File: config.mk
export PLATFORM = sky130hd
export DESIGN_NAME = rcab_top
export DESIGN_NICKNAME = d
export VERILOG_FILES = /design/src/rtl/rcab_pkg.sv /design/src/rtl/rcab_store.sv /design/src/rtl/rcab_cfg_port.sv /design/src/rtl/rcab_lookup.sv /design/src/rtl/rcab_top.sv
export SDC_FILE = /design/constraint.sdc
export NUM_CORES = 1
export LEC_CHECK = 0
export BUFFER_PORTS_ARGS = -buffer_cell sky130_fd_sc_hd__buf_2
export CAP_MARGIN = 25
export CORE_MARGIN = 2
export CORE_UTILIZATION = 35
export CTS_BUF_LIST = sky130_fd_sc_hd__clkbuf_2 sky130_fd_sc_hd__clkbuf_4 sky130_fd_sc_hd__clkbuf_8
export DETAILED_ROUTE_END_ITERATION = 16
export HOLD_SLACK_MARGIN = 0.08
export PLACE_DENSITY_LB_ADDON = 0.15
export SETUP_SLACK_MARGIN = 0.5
export SLEW_MARGIN = 40
export SYNTH_ARGS = -nofsm -noshare
export SYNTH_HDL_FRONTEND = slang
export SYNTH_SLANG_ARGS = --single-unit
File: constraint.sdc
create_clock -name clk -period 4.05 [get_ports clk]
set_clock_uncertainty 0.15 [all_clocks]
set_input_delay 0.6075 -clock clk [delete_from_list [all_inputs] [get_ports clk]]
set_output_delay 0.6075 -clock clk [all_outputs]
set_load 0.02 [all_outputs]
File: src/rtl/rcab_pkg.sv
package rcab_pkg;
    localparam int CACHE_POS = 0;
    localparam int PREF_POS  = 3;

    typedef struct packed {
        logic pref;
        logic cache;
    } attr_t;

    typedef enum logic [0:0] {
        ST_IDLE = 1'b0,
        ST_RESP = 1'b1
    } port_state_t;
endpackage

File: src/rtl/rcab_store.sv
module rcab_store
    import rcab_pkg::*;
#(
    parameter int NREG   = 256,
    parameter int RO_CNT = 16,
    localparam int IDX_W = $clog2(NREG)
) (
    input  logic             clk,
    input  logic             rst_n,
    input  logic             wr_en,
    input  logic [IDX_W-1:0] wr_idx,
    input  attr_t            wr_bits,
    output logic [NREG-1:0]  cache_map,
    output logic [NREG-1:0]  pref_map
);
    for (genvar g = 0; g < NREG; g++) begin : g_slot
        if (g < RO_CNT) begin : g_fixed
            assign cache_map[g] = 1'b0;
            assign pref_map[g]  = 1'b0;
        end else begin : g_flop
            logic sel;
            assign sel = wr_en && (wr_idx == IDX_W'(g));
            always_ff @(posedge clk or negedge rst_n) begin
                if (!rst_n) begin
                    cache_map[g] <= 1'b0;
                    pref_map[g]  <= 1'b0;
                end else if (sel) begin
                    cache_map[g] <= wr_bits.cache;
                    pref_map[g]  <= wr_bits.pref;
                end
            end
        end
    end

    // a write aimed at a fixed slot must leave the map's fixed part low
    p_fixed_low_r5: assert property (@(posedge clk) disable iff (!rst_n)
        (wr_en && wr_idx < IDX_W'(RO_CNT)) |=> (cache_map[RO_CNT-1:0] == '0 && pref_map[RO_CNT-1:0] == '0));
endmodule

File: src/rtl/rcab_cfg_port.sv
module rcab_cfg_port
    import rcab_pkg::*;
#(
    parameter int NREG   = 256,
    parameter int DATA_W = 32,
    localparam int IDX_W = $clog2(NREG),
    localparam int OFF_W = IDX_W + 2
) (
    input  logic              clk,
    input  logic              rst_n,
    input  logic              cfg_valid,
    input  logic              cfg_write,
    input  logic [OFF_W-1:0]  cfg_offset,
    input  logic [DATA_W-1:0] cfg_wdata,
    input  logic [NREG-1:0]   cache_map,
    input  logic [NREG-1:0]   pref_map,
    output logic              wr_en,
    output logic [IDX_W-1:0]  wr_idx,
    output attr_t             wr_bits,
    output logic              cfg_rvalid,
    output logic [DATA_W-1:0] cfg_rdata
);
    port_state_t state_q, state_d;
    logic [DATA_W-1:0] rd_q;
    logic [IDX_W-1:0]  req_idx;
    logic              rd_req;
    logic [1:0]        unused_low;

    assign unused_low = cfg_offset[1:0];
    assign req_idx    = cfg_offset[OFF_W-1:2];
    assign rd_req     = cfg_valid && !cfg_write;

    assign wr_en         = cfg_valid && cfg_write;
    assign wr_idx        = req_idx;
    assign wr_bits.cache = cfg_wdata[CACHE_POS];
    assign wr_bits.pref  = cfg_wdata[PREF_POS];

    always_comb begin
        state_d = state_q;
        unique case (state_q)
            ST_IDLE: if (rd_req) state_d = ST_RESP;
            ST_RESP: if (!rd_req) state_d = ST_IDLE;
            default: state_d = ST_IDLE;
        endcase
    end

    always_ff @(posedge clk or negedge rst_n) begin
        if (!rst_n) state_q <= ST_IDLE;
        else        state_q <= state_d;
    end

    always_ff @(posedge clk or negedge rst_n) begin
        if (!rst_n) begin
            rd_q <= '0;
        end else if (rd_req) begin
            rd_q <= '0;
            rd_q[CACHE_POS] <= cache_map[req_idx];
            rd_q[PREF_POS]  <= pref_map[req_idx];
        end
    end

    always_comb begin
        cfg_rvalid = 1'b0;
        cfg_rdata  = '0;
        unique case (state_q)
            ST_IDLE: ;
            ST_RESP: begin
                cfg_rvalid = 1'b1;
                cfg_rdata  = rd_q;
            end
            default: ;
        endcase
    end

    p_read_resp_r7: assert property (@(posedge clk) disable iff (!rst_n)
        rd_req |=> cfg_rvalid);
    p_write_silent_r8: assert property (@(posedge clk) disable iff (!rst_n)
        wr_en |=> !cfg_rvalid);
    p_idle_zero_r7: assert property (@(posedge clk) disable iff (!rst_n)
        !cfg_rvalid |-> cfg_rdata == '0);
endmodule

File: src/rtl/rcab_lookup.sv
module rcab_lookup #(
    parameter int NREG   = 256,
    parameter int ADDR_W = 32,
    localparam int IDX_W = $clog2(NREG)
) (
    input  logic [ADDR_W-1:0] addr,
    input  logic [NREG-1:0]   cache_map,
    input  logic [NREG-1:0]   pref_map,
    output logic              hit_cache,
    output logic              hit_pref
);
    logic [IDX_W-1:0]        slot;
    logic [ADDR_W-IDX_W-1:0] unused_low;

    assign slot       = addr[ADDR_W-1 -: IDX_W];
    assign unused_low = addr[ADDR_W-IDX_W-1:0];
    assign hit_cache  = cache_map[slot];
    assign hit_pref   = pref_map[slot];
endmodule

File: src/rtl/rcab_top.sv
module rcab_top
    import rcab_pkg::*;
#(
    parameter int NREG   = 256,
    parameter int RO_CNT = 16,
    parameter int ADDR_W = 32,
    parameter int DATA_W = 32,
    localparam int IDX_W = $clog2(NREG),
    localparam int OFF_W = IDX_W + 2
) (
    input  logic              clk,
    input  logic              rst_n,
    input  logic              cfg_valid,
    input  logic              cfg_write,
    input  logic [OFF_W-1:0]  cfg_offset,
    input  logic [DATA_W-1:0] cfg_wdata,
    output logic              cfg_rvalid,
    output logic [DATA_W-1:0] cfg_rdata,
    input  logic [ADDR_W-1:0] lookup_addr,
    output logic              lookup_cache,
    output logic              lookup_prefetch
);
    logic              wr_en;
    logic [IDX_W-1:0]  wr_idx;
    attr_t             wr_bits;
    logic [NREG-1:0]   cache_map;
    logic [NREG-1:0]   pref_map;

    rcab_cfg_port #(.NREG(NREG), .DATA_W(DATA_W)) u_port (
        .clk(clk), .rst_n(rst_n),
        .cfg_valid(cfg_valid), .cfg_write(cfg_write),
        .cfg_offset(cfg_offset), .cfg_wdata(cfg_wdata),
        .cache_map(cache_map), .pref_map(pref_map),
        .wr_en(wr_en), .wr_idx(wr_idx), .wr_bits(wr_bits),
        .cfg_rvalid(cfg_rvalid), .cfg_rdata(cfg_rdata)
    );

    rcab_store #(.NREG(NREG), .RO_CNT(RO_CNT)) u_store (
        .clk(clk), .rst_n(rst_n),
        .wr_en(wr_en), .wr_idx(wr_idx), .wr_bits(wr_bits),
        .cache_map(cache_map), .pref_map(pref_map)
    );

    rcab_lookup #(.NREG(NREG), .ADDR_W(ADDR_W)) u_lookup (
        .addr(lookup_addr), .cache_map(cache_map), .pref_map(pref_map),
        .hit_cache(lookup_cache), .hit_pref(lookup_prefetch)
    );

    logic [IDX_W-1:0] lk_idx;
    logic [IDX_W-1:0] off_idx;
    assign lk_idx  = lookup_addr[ADDR_W-1 -: IDX_W];
    assign off_idx = cfg_offset[OFF_W-1:2];

    p_ro_lookup_r5: assert property (@(posedge clk) disable iff (!rst_n)
        (lk_idx < IDX_W'(RO_CNT)) |-> (!lookup_cache && !lookup_prefetch));

    p_write_visible_r6: assert property (@(posedge clk) disable iff (!rst_n)
        (cfg_valid && cfg_write && off_idx >= IDX_W'(RO_CNT)) |=>
        ((lk_idx != $past(off_idx)) ||
         (lookup_cache == $past(cfg_wdata[CACHE_POS]) &&
          lookup_prefetch == $past(cfg_wdata[PREF_POS]))));

    p_rdata_masked_r4: assert property (@(posedge clk) disable iff (!rst_n)
        (cfg_rdata & ~((DATA_W'(1) << CACHE_POS) | (DATA_W'(1) << PREF_POS))) == '0);
endmodule

==> impl_results.html <==
<table>
<tr><th>Metric</th><th>Value</th></tr>
<tr><th colspan="2">Status</th></tr>
<tr><td>Outcome</td><td>completed</td></tr>
<tr><th colspan="2">Finish</th></tr>
<tr><td>Number of inserted filler cells in the final layout</td><td>7485</td></tr>
<tr><td>Area added between synthesis and finish</td><td>14.3%</td></tr>
<tr><td>Final core utilization</td><td>0.402</td></tr>
<tr><td>Count of nets after finishing</td><td>around 2200</td></tr>
<tr><td>Layout cells sized above 1</td><td>0.480</td></tr>
<tr><td>Multi-input combinational cell area</td><td>~0.015 mm2</td></tr>
<tr><td>Sequential Area</td><td>roughly 0.012 mm2</td></tr>
<tr><th colspan="2">Yosys</th></tr>
<tr><td>Count of distinct cell types in the synthesized netlist</td><td>between 60 and 70</td></tr>
<tr><td>Average cell area after synthesis</td><td>about 13 um2</td></tr>
<tr><td>Cells after synthesis</td><td>about 2100</td></tr>
<tr><td>Count of synthesis-stage warnings from yosys</td><td>0</td></tr>
<tr><td>Largest family of logic cells by synthesized area</td><td>multiplexers</td></tr>
<tr><td>Cell types with the largest area share after synthesis</td><td>dfrtp_1, mux2_2, mux4_2, nor2_1, mux2i_1</td></tr>
<tr><td>Main flop type after synthesis</td><td>dfrtp_1</td></tr>
<tr><td>Top cell types by occurrence after synthesis</td><td>mux2_2, dfrtp_1, mux4_2</td></tr>
<tr><td>Cell with the most instances after synthesis</td><td>mux2_2</td></tr>
<tr><td>Synthesized-area fraction occupied by adder cells</td><td>0</td></tr>
<tr><td>Area share of and/or/nand/nor cells after synthesis</td><td>0.0727</td></tr>
<tr><td>Multiplexer share of the synthesized area</td><td>0.410</td></tr>
<tr><td>Post-synthesis instance area</td><td>0.0277 mm2</td></tr>
<tr><td>Post-synthesis sequential element count</td><td>a little under 500</td></tr>
<tr><td>Number of flops mapped to enable cells by yosys</td><td>0</td></tr>
<tr><td>Post-synth top area share</td><td>0.437</td></tr>
<tr><td>Compound-Gate Fraction of Synth Area</td><td>0.0367</td></tr>
<tr><td>Most area-hungry cell type in the Yosys netlist</td><td>dfrtp_1</td></tr>
<tr><td>Share of synthesized area occupied by flip-flops and latches</td><td>0.437</td></tr>
<tr><td>Post-synthesis xor/xnor area fraction</td><td>0</td></tr>
<tr><td>Async S/R FF share, synth</td><td>1.00</td></tr>
<tr><th colspan="2">Floorplanning</th></tr>
<tr><td>Floorplan core area</td><td>between 0.07 and 0.08 mm2</td></tr>
<tr><td>I/O Pins</td><td>113</td></tr>
<tr><td>Die outline width</td><td>~290 um</td></tr>
<tr><td>Total die area</td><td>~0.081 mm2</td></tr>
<tr><td>Initial cell density of the core</td><td>0.352</td></tr>
<tr><td>Chip height</td><td>around 290 um</td></tr>
<tr><td>Number of standard-cell rows in the floorplan</td><td>about 100</td></tr>
<tr><th colspan="2">Setup path</th></tr>
<tr><td>Critical path data arrival time</td><td>about 3100 ps</td></tr>
<tr><td>Largest fanout on the critical path</td><td>10</td></tr>
<tr><td>Crit. End Element</td><td>primary output</td></tr>
<tr><td>Worst setup path class</td><td>input port to primary output</td></tr>
<tr><td>Required time worst endpoint</td><td>~3300 ps</td></tr>
<tr><td>Kind of launch point of the worst setup path</td><td>input port</td></tr>
<tr><th colspan="2">Power</th></tr>
<tr><td>Leakage power total</td><td>approximately 14 nW</td></tr>
<tr><td>IR Drop Worst-Case VDD</td><td>between 200 and 250 uV</td></tr>
<tr><td>Power density cells</td><td>between 300 and 400 mW/mm2</td></tr>
<tr><td>Register share of total power</td><td>0.443</td></tr>
<tr><td>Portion of total power attributed to the clock network</td><td>0.445</td></tr>
<tr><td>Switching power of the nets</td><td>3.08 mW</td></tr>
<tr><td>Switching power share of the total</td><td>0.269</td></tr>
<tr><td>P_int</td><td>~8.4 mW</td></tr>
<tr><td>Part of the power in combinational logic</td><td>0.112</td></tr>
<tr><th colspan="2">Drt</th></tr>
<tr><td>Remaining antenna violation count after routing</td><td>0</td></tr>
<tr><td>DRT Pass-1 Iters</td><td>5</td></tr>
<tr><td>Vias</td><td>19067</td></tr>
<tr><td>DRT Wirelength</td><td>93500 um</td></tr>
<tr><td>Number of DRC violations after detailed routing</td><td>0</td></tr>
<tr><td>Routed via count divided by cell count</td><td>between 5 and 6</td></tr>
<tr><td>Routed wire per std cell</td><td>between 20 and 30 um</td></tr>
<tr><td>Initial DRC count</td><td>about 1400</td></tr>
<tr><th colspan="2">STA</th></tr>
<tr><td>Final-report max-slew violation count</td><td>0</td></tr>
<tr><td>Final critical path time including I/O delays and setup</td><td>3860 ps</td></tr>
<tr><td>Unrepaired setup endpoints after global routing</td><td>true</td></tr>
<tr><td>Setup violation total in the final timing report</td><td>0</td></tr>
<tr><td>Final worst setup slack</td><td>about 190 ps</td></tr>
<tr><td>Post-route fraction of the period consumed by the critical path</td><td>0.953</td></tr>
<tr><td>Transition time of the tightest slew-check pin</td><td>a little under 900 ps</td></tr>
<tr><td>Final hold viol count</td><td>0</td></tr>
<tr><td>Timing-limited maximum frequency</td><td>259 MHz</td></tr>
<tr><td>Worst slew margin</td><td>0.409</td></tr>
<tr><th colspan="2">Global routing</th></tr>
<tr><td>First-pass GRT wire length</td><td>139000 um</td></tr>
<tr><td>GRT overflow</td><td>0</td></tr>
<tr><td>Maximum number of pins on one net before global-route repair</td><td>122</td></tr>
<tr><td>Initial antenna violation count</td><td>3</td></tr>
<tr><td>Number of global-route vias before repair</td><td>about 20000</td></tr>
<tr><td>Total routing usage reported by global routing</td><td>0.231</td></tr>
<tr><th colspan="2">Clock network</th></tr>
<tr><td>CTS tree</td><td>yes</td></tr>
<tr><td>H-tree depth</td><td>3</td></tr>
<tr><td>Clock buffer depth</td><td>3</td></tr>
<tr><td>Number of buffers inserted during clock tree synthesis</td><td>91</td></tr>
<tr><td>Clock latency reported for the late side of the worst-skew pair</td><td>~720 ps</td></tr>
<tr><td>Number of sinks on the clock net</td><td>~480</td></tr>
<tr><td>Root buffer cell</td><td>clkbuf_8</td></tr>
<tr><td>Clock input transition at the sequential cells of the worst setup and hold paths</td><td>roughly 50 ps</td></tr>
<tr><th colspan="2">Worst hold path</th></tr>
<tr><td>Type of the most critical hold path</td><td>input port to register</td></tr>
<tr><th colspan="2">Run</th></tr>
<tr><td>Maximum capacitance violations</td><td>0</td></tr>
<tr><th colspan="2">Placement</th></tr>
<tr><td>Final RePlAce weighted congestion</td><td>roughly 0.85</td></tr>
<tr><td>Detailed Place HPWL</td><td>around 65000 um</td></tr>
<tr><td>Worst slack after detailed placement</td><td>-228 ps</td></tr>
<tr><td>Buffers added on ports</td><td>26</td></tr>
</table>
metrics by stage:
stage                     instance area [um2]  cells  hold WS (ps)  total power, mW  setup TNS [ps]
after floorplan                         27800   2118           162             5.87               0
after global placement                  29500   3119           354             6.39            -746
after detailed placement                29500   3119           363             6.41            -415
after CTS                               31500   3275           206             11.6               0
after global routing                    31600   3284           258             11.9               0
final                                   31600   3284           262             11.5               0
worst max-delay path, cell delays in order:
cell and delay, ps:
buf_6 130, buf_12 150, buf_16 140, mux4_2 330, nor2_1 50, a311oi_2 340, buf_4 180, a221oi_2 50
o221a_2 340, nor4_4 480, buf_4 200, buf_6 110
final timing paths:
check	depth (start not counted)	from	endpoint	slack, ps
min in group asynchronous	2	rst_n	u_store.pref_map[32]	310
max in group asynchronous	3	rst_n	u_store.pref_map[173]	2410
max	12	lookup_addr[25]	lookup_prefetch	190
max reg2reg	6	u_store.pref_map[103]	u_port.rd_q[3]	1430
min reg2reg	1	u_store.cache_map[202]	u_store.cache_map[202]	380
min	3	cfg_valid	u_port.state_q	260
what timing repair did:
| item | 4_1_cts | 5_1_grt |
|---|---|---|
| resized for setup | 28 | 6 |
| endpoints found under the setup margin | 2 | 2 |
| pin swaps | 5 | 3 |
| hold buffers | 1 | 0 |
| hold endpoints to repair | 46 | 0 |
| setup buffers | 0 | 7 |
| gates cloned | 0 | 0 |
layer usage:
metal  up-vias  routed length [um]  track usage  part of all wire
li1       7971                   -            -                 -
met1     10374               42400        0.326              0.45
met2       580               43300        0.363              0.46
met3       142                5100       0.0381             0.055
met4         0                2730       0.0733             0.029
met5         -                   0            0                 0
registers in the layout, summed over array words and instances, names as in the netlist:
signal	count
u_port.rd_q	2
u_port.state_q	1
u_store.cache_map	240
u_store.pref_map	240
placed cells by master, fill, tap and decap left out, types with 5 or more instances in the layout:
cell	n
a21oi_1	17
a221o_1	6
a221oi_1	5
a22oi_1	14
a311oi_1	5
a31oi_1	5
buf_12	29
buf_2	15
buf_4	112
buf_6	8
clkbuf_4	30
clkbuf_8	110
clkinv_2	9
conb_1	30
dfrtp_1	483
inv_1	7
mux2_2	495
mux2i_1	80
mux4_2	220
nand2_1	110
nand2b_1	18
nand3_1	23
nor2_1	217
nor2b_1	18
nor3_1	18
nor3b_1	5
nor4_1	6
o211ai_1	6
o21ai_0	8
o21ai_1	6
o22ai_1	16
or2_2	5
area by class of cell:
type	instances	area share
multi-input cells	1417	0.463
flip-flops and latches	483	0.382
clock buffers	139	0.0547
repair buffers	169	0.0525
well taps	1050	0.0415
clock inverters	16	0.00538
inverters	8	0.000949
diodes	2	0.000158
power by group through the flow:
stage | clock (mW) | combinational, mW | sequential, mW
5_1_grt | 5.43 | 1.36 | 5.09
3_3_place_gp | 0 | 1.24 | 5.15
2_1_floorplan | 0 | 0.764 | 5.11
4_1_cts | 5.24 | 1.27 | 5.07
3_5_place_dp | 0 | 1.25 | 5.16
6_report | 5.10 | 1.28 | 5.08
cell families (layout without fill, tap and decap cells):
logic type,after synthesis,count (layout)
multiplexers,796,796
buffers and inverters,218,332
other,1,32
AO/OA/AOI/OAI,135,135
flip-flops,483,483
AND/OR/NAND/NOR,456,456
Power figures use the tool's default switching activity.
